$ cat src/rtl/frfcfs_picker_pkg.sv
package frfcfs_picker_pkg;
   function automatic int unsigned idx_bits(input int unsigned n);
      return (n > 1) ? $clog2(n) : 1;
   endfunction
endpackage

$ cat src/rtl/pick_oldest.sv
module pick_oldest #(
   parameter int unsigned N  = 8,
   parameter int unsigned IW = 3
) (
   input  logic [N-1:0]  req,
   output logic          found,
   output logic [IW-1:0] idx
);
   always_comb begin
      found = 1'b0;
      idx   = '0;
      for (int i = N - 1; i >= 0; i--) begin
         if (req[i]) begin
            found = 1'b1;
            idx   = IW'(i);
         end
      end
   end
endmodule

$ cat src/rtl/earliest_bank_mask.sv
module earliest_bank_mask #(
   parameter int unsigned NBANK = 16,
   parameter int unsigned TW    = 16
) (
   input  logic [NBANK-1:0]    need,
   input  logic [NBANK*TW-1:0] act_at,
   output logic [NBANK-1:0]    mask
);
   logic [TW-1:0] t_of [NBANK];
   logic [TW-1:0] t_min;

   for (genvar b = 0; b < NBANK; b++) begin : g_unpack
      assign t_of[b] = act_at[b*TW +: TW];
   end

   always_comb begin
      t_min = '1;
      for (int b = 0; b < NBANK; b++) begin
         if (need[b] && (t_of[b] < t_min)) t_min = t_of[b];
      end
      for (int b = 0; b < NBANK; b++) begin
         mask[b] = need[b] && (t_of[b] == t_min);
      end
   end
endmodule

$ cat src/rtl/frfcfs_picker.sv
module frfcfs_picker
   import frfcfs_picker_pkg::*;
#(
   parameter int unsigned QDEPTH         = 8,
   parameter int unsigned RANKS          = 2,
   parameter int unsigned BANKS_PER_RANK = 8,
   parameter int unsigned ROW_W          = 14,
   parameter int unsigned TIME_W         = 16,
   parameter bit          RANK_PREF      = 1'b1,
   localparam int unsigned RW    = idx_bits(RANKS),
   localparam int unsigned BW    = idx_bits(BANKS_PER_RANK),
   localparam int unsigned IW    = idx_bits(QDEPTH),
   localparam int unsigned NBANK = RANKS * BANKS_PER_RANK
) (
   input  logic                    clk,
   input  logic                    rst_n,
   input  logic                    mode_frfcfs,
   input  logic                    switch_cmd,
   input  logic [RW-1:0]           last_rank,
   input  logic [QDEPTH-1:0]       q_valid,
   input  logic [QDEPTH*RW-1:0]    q_rank,
   input  logic [QDEPTH*BW-1:0]    q_bank,
   input  logic [QDEPTH*ROW_W-1:0] q_row,
   input  logic [NBANK-1:0]        bank_open,
   input  logic [NBANK*ROW_W-1:0]  bank_row,
   input  logic [NBANK*TIME_W-1:0] bank_act_at,
   output logic                    pick_valid,
   output logic [IW-1:0]           pick_idx
);
   localparam int unsigned BID_W = idx_bits(NBANK);

   if (NBANK > 64) begin : g_bad_banks
      $error("frfcfs_picker: more than 64 banks in total");
   end
   if (QDEPTH < 1) begin : g_bad_depth
      $error("frfcfs_picker: QDEPTH must be at least 1");
   end

   logic [ROW_W-1:0] open_row [NBANK];
   logic [BID_W-1:0] ent_bid  [QDEPTH];
   logic [QDEPTH-1:0] ent_hit, ent_same, cand, cand_hit, cand_bank;
   logic [NBANK-1:0]  bank_need, bank_early;

   for (genvar b = 0; b < NBANK; b++) begin : g_bank
      assign open_row[b] = bank_row[b*ROW_W +: ROW_W];
   end

   // flat bank number = rank * BANKS_PER_RANK + bank
   for (genvar e = 0; e < QDEPTH; e++) begin : g_ent
      logic [RW-1:0] rk;
      logic [BW-1:0] bk;
      assign rk         = q_rank[e*RW +: RW];
      assign bk         = q_bank[e*BW +: BW];
      assign ent_bid[e] = BID_W'(BID_W'(rk) * BID_W'(BANKS_PER_RANK) + BID_W'(bk));
      assign ent_hit[e] = bank_open[ent_bid[e]] && (open_row[ent_bid[e]] == q_row[e*ROW_W +: ROW_W]);
      assign ent_same[e] = q_valid[e] && (rk == last_rank);
   end

   // candidate narrowing to the last burst's rank
   if (RANK_PREF && (RANKS > 1)) begin : g_rank_pref
      assign cand = (!switch_cmd && (|ent_same)) ? ent_same : q_valid;
   end else begin : g_no_rank_pref
      assign cand = q_valid;
   end

   assign cand_hit = cand & ent_hit;

   always_comb begin
      for (int b = 0; b < NBANK; b++) begin
         bank_need[b] = 1'b0;
         for (int e = 0; e < QDEPTH; e++) begin
            if (cand[e] && (ent_bid[e] == BID_W'(b))) bank_need[b] = 1'b1;
         end
      end
   end

   earliest_bank_mask #(.NBANK(NBANK), .TW(TIME_W)) u_mask (
      .need   (bank_need),
      .act_at (bank_act_at),
      .mask   (bank_early)
   );

   for (genvar e = 0; e < QDEPTH; e++) begin : g_cand
      assign cand_bank[e] = cand[e] && bank_early[ent_bid[e]];
   end

   logic          f_any, h_any, b_any;
   logic [IW-1:0] f_idx, h_idx, b_idx;

   pick_oldest #(.N(QDEPTH), .IW(IW)) u_fcfs (.req(q_valid),   .found(f_any), .idx(f_idx));
   pick_oldest #(.N(QDEPTH), .IW(IW)) u_hit  (.req(cand_hit),  .found(h_any), .idx(h_idx));
   pick_oldest #(.N(QDEPTH), .IW(IW)) u_bank (.req(cand_bank), .found(b_any), .idx(b_idx));

   logic [IW-1:0] nxt_idx;
   always_comb begin
      if (!mode_frfcfs)  nxt_idx = f_idx;
      else if (h_any)    nxt_idx = h_idx;
      else               nxt_idx = b_idx;
   end

   // one register stage
   always_ff @(posedge clk) begin
      if (!rst_n) begin
         pick_valid <= 1'b0;
         pick_idx   <= '0;
      end else begin
         pick_valid <= f_any;
         pick_idx   <= nxt_idx;
      end
   end
endmodule

$ cat config.mk
export PLATFORM = sky130hd
export DESIGN_NAME = frfcfs_picker
export DESIGN_NICKNAME = d
export VERILOG_FILES = /design/src/rtl/frfcfs_picker_pkg.sv /design/src/rtl/pick_oldest.sv /design/src/rtl/earliest_bank_mask.sv /design/src/rtl/frfcfs_picker.sv
export SDC_FILE = /design/constraint.sdc
export NUM_CORES = 2
export LEC_CHECK = 0
export BUFFER_PORTS_ARGS = -buffer_cell sky130_fd_sc_hd__buf_2
export CAP_MARGIN = 20
export CORE_AREA = 2 2 255 257
export CTS_BUF_LIST = sky130_fd_sc_hd__clkbuf_8
export CTS_CLUSTER_SIZE = 25
export DETAILED_ROUTE_END_ITERATION = 12
export DIE_AREA = 0 0 257 259
export PLACE_DENSITY_LB_ADDON = 0.15
export SKIP_LAST_GASP = 1
export SYNTH_ARGS = -nofsm -noshare
export SYNTH_HDL_FRONTEND = slang
export SYNTH_SLANG_ARGS = --single-unit
$ cat constraint.sdc
create_clock -name clk -period 57 [get_ports clk]
set_input_delay 2.85 -clock clk [delete_from_list [all_inputs] [get_ports clk]]
set_output_delay 2.85 -clock clk [all_outputs]
set_load 0.01 [all_outputs]
==> flow_metrics.env <==
export IMPL_status="complete, no violations"
export IMPL_p_per_area_nw_per_um2=33.7
export IMPL_hpwl_um=138000
export IMPL_postRouteAntennaNets=0
export IMPL_die_w_um=257
export IMPL_routed_wl_um=175000
export IMPL_ys_top_cells_by_area="mux4_2 (41%), ha_1 (7.5%), a21oi_1 (4.7%), and3_1 (3.1%), xnor2_1 (2.8%)"
export IMPL_drv_cap=0
export IMPL_ctsLongestPathBuffers=2
export IMPL_cp_arrival_ns=53.20
export IMPL_io_buffers=656
export IMPL_dp_worst_setup_slack_ns=4.89
export IMPL_peakVddDrop_mv=0.0455
export IMPL_period_needed_ns=53.03
export IMPL_synth_seq_area_share_pct=0.242
export IMPL_grt_busiest_layer="met2"
export IMPL_initial_core_util_pct=51.8
export IMPL_use_met1_pct=64.0
export IMPL_antenna_found_initial=66
export IMPL_cts_sink_count=4
export IMPL_synth_area_leader_cell="mux4_2"
export IMPL_drv_slew=0
export IMPL_wl_per_cell_um=35.3
export IMPL_fin_util_pct=58.1
export IMPL_critPathCaptureType="flop"
export IMPL_finalSetupTns_ns=0
export IMPL_max_freq_ghz=0.0189
export IMPL_use_met2_pct=74.2
export IMPL_syn_area_um2=33100
export IMPL_area_growth_pct=12.0
export IMPL_core_um2=63900
export IMPL_nNetsFinal=4920
export IMPL_track_usage_pct=50.6
export IMPL_slowest_delay_ns=0.96
export IMPL_place_inst=4916
export IMPL_hold_viol=0
export IMPL_fin_crit_sh_pct=93.0
export IMPL_drive_gt1_share_pct=36.9
export IMPL_grt_pass1_vias=36200
export IMPL_cp_required_ns=57.17
export IMPL_grt_overflow_total=0
export IMPL_grt_pass1_wl_um=250000
export IMPL_ys_warn_count=0
export IMPL_crit_top_cell="a21oi_1"
export IMPL_yosysMostFrequentCell="mux4_2"
export IMPL_grt_max_degree=59
export IMPL_root_buffer="clkbuf_8"
export IMPL_yosysUniqueCellTypes=122
export IMPL_path_max_fanout=35
export IMPL_holdWs_ns=2.95
export IMPL_cts_htree_levels=1
export IMPL_rsz0062_at_grt="false"
export IMPL_setup_viol=0
export IMPL_vias_per_cell=7.83
export IMPL_power_leakage_nw=15.1
export IMPL_ys_flop_type="dfxtp_1"
export IMPL_synth_nets=4471
export IMPL_netlist_instances=3619
export IMPL_firstDrtPassIters=10
export IMPL_slew_headroom_pct=9.89
export IMPL_syn_avg_cell_area_um2=9.15
export IMPL_synth_async_reset_ratio_pct=0
export IMPL_numCtsBuffers=3
export IMPL_ys_ff_latch=4
export IMPL_path_class="primary input to flop"
export IMPL_placed_cell_area_um2=36900
export IMPL_yosysTopAreaCellShare_pct=41.2
export IMPL_synth_common_cells="mux4_2 (606), a21oi_1 (309), inv_1 (222)"
export IMPL_io_pins=657
export IMPL_finalPower_mw=1.25
export IMPL_start_kind="primary input"
export IMPL_cp_slowest_cell="nor4_1"
export IMPL_place_congestion=1.09
export IMPL_dr_total_vias=38847
export IMPL_synth_edf_count=0
export IMPL_dieArea_um2=66600
export IMPL_cts_tree="built"
export IMPL_n_fill_cell=5847
export IMPL_stdcell_count=4960
export IMPL_clkTransAtPathRegs_ns=0.06
export IMPL_drt_iter0_drc=7096
export IMPL_setup_slack_ns=3.97
export IMPL_hold_buffers=0
export IMPL_tightest_slew_ns=1.34
export IMPL_drc=0
export IMPL_die_y_um=259
export IMPL_hold_class="primary input to flop"
export IMPL_fin_area_um2=37100
export IMPL_rows=93
export IMPL_grt_met3_usage_pct=19.9
-- cells by family (layout without fill, tap and decap cells) --
kind of cell | Yosys count | count (layout) | synth area share (%)
flip-flops | 4 | 4 | 0.242
adder cells (fa/ha/maj) | 204 | 204 | 7.68
AO/OA/AOI/OAI | 971 | 971 | 19.4
XOR/XNOR | 202 | 202 | 5.34
AND/OR/NAND/NOR | 1001 | 1001 | 16.0
multiplexers | 723 | 723 | 45.2
other | 0 | 39 | 0
buffers and inverters | 514 | 961 | 6.07
-- where the power goes --
part / internal, mW / total (mW) / switching (mW)
combinational: 0.485 / 1.24 / 0.753
sequential: 0.00302 / 0.00330 / 0.000277
clock: 0.00463 / 0.00751 / 0.00288
-- final timing paths --
check	start	endpoint	cells past startpoint
max	q_rank[2]	pick_idx[0]	207
min	mode_frfcfs	pick_idx[0]	2
-- state kept, by name, summed over array words and instances (netlist names) --
signal,flops
pick_idx,3
pick_valid,1
-- worst max-delay path: cells and delay by family --
kind / cells / cell delay (ns)
multiplexers: 8 / 3.41
buffers and inverters: 15 / 2.38
AND/OR/NAND/NOR: 59 / 15.41
adder cells (fa/ha/maj): 15 / 4.18
AO/OA/AOI/OAI: 110 / 24.77
-- final cells by class --
cell class | instances | area [um^2] | area share, %
Antenna cell | 39 | 97.6 | 0.263
Clock buffer | 3 | 41.3 | 0.111
Inverter | 230 | 863 | 2.33
Multi-Input combinational cell | 3101 | 31100 | 83.8
Sequential cell | 4 | 80.1 | 0.216
Tap cell | 855 | 1070 | 2.88
Timing Repair Buffer | 728 | 3860 | 10.4
-- layout by cell type, fill, tap and decap left out, types with 19 or more instances in the layout --
| master | netlist | final |
|---|---|---|
| mux2_2 | 70 | 70 |
| nor2b_1 | 35 | 35 |
| and3_1 | 166 | 166 |
| a21o_1 | 65 | 65 |
| nand2_1 | 177 | 177 |
| nor3_1 | 77 | 76 |
| ha_1 | 199 | 199 |
| xnor2_1 | 107 | 107 |
| o211ai_1 | 31 | 31 |
| a21oi_1 | 309 | 309 |
| inv_1 | 222 | 221 |
| nor4_1 | 40 | 39 |
| buf_4 | 5 | 85 |
| diode_2 | 0 | 39 |
| o22ai_1 | 98 | 98 |
| nand2b_1 | 38 | 38 |
| mux4_2 | 606 | 606 |
| o21ai_0 | 151 | 151 |
| or4_1 | 19 | 19 |
| nand4_1 | 83 | 83 |
| buf_2 | 36 | 642 |
| mux2i_1 | 39 | 39 |
| nand3_1 | 72 | 72 |
| xor2_1 | 95 | 95 |
| a211oi_1 | 19 | 19 |
| nor2_1 | 196 | 195 |
-- layer usage --
layer	vias up	wire length [um]	share of wire (%)
li1	15682	-	-
met1	18313	59200	34
met2	3813	73200	42
met3	983	29100	17
met4	56	13400	7.7
met5	-	406	0.23
-- repair_timing --
item,CTS,global route
resized for setup,0,1
endpoints found under the hold margin,0,0
setup endpoints to repair,0,3
buffers inserted,0,0
No activity file was read; power rests on OpenSTA's default activity.
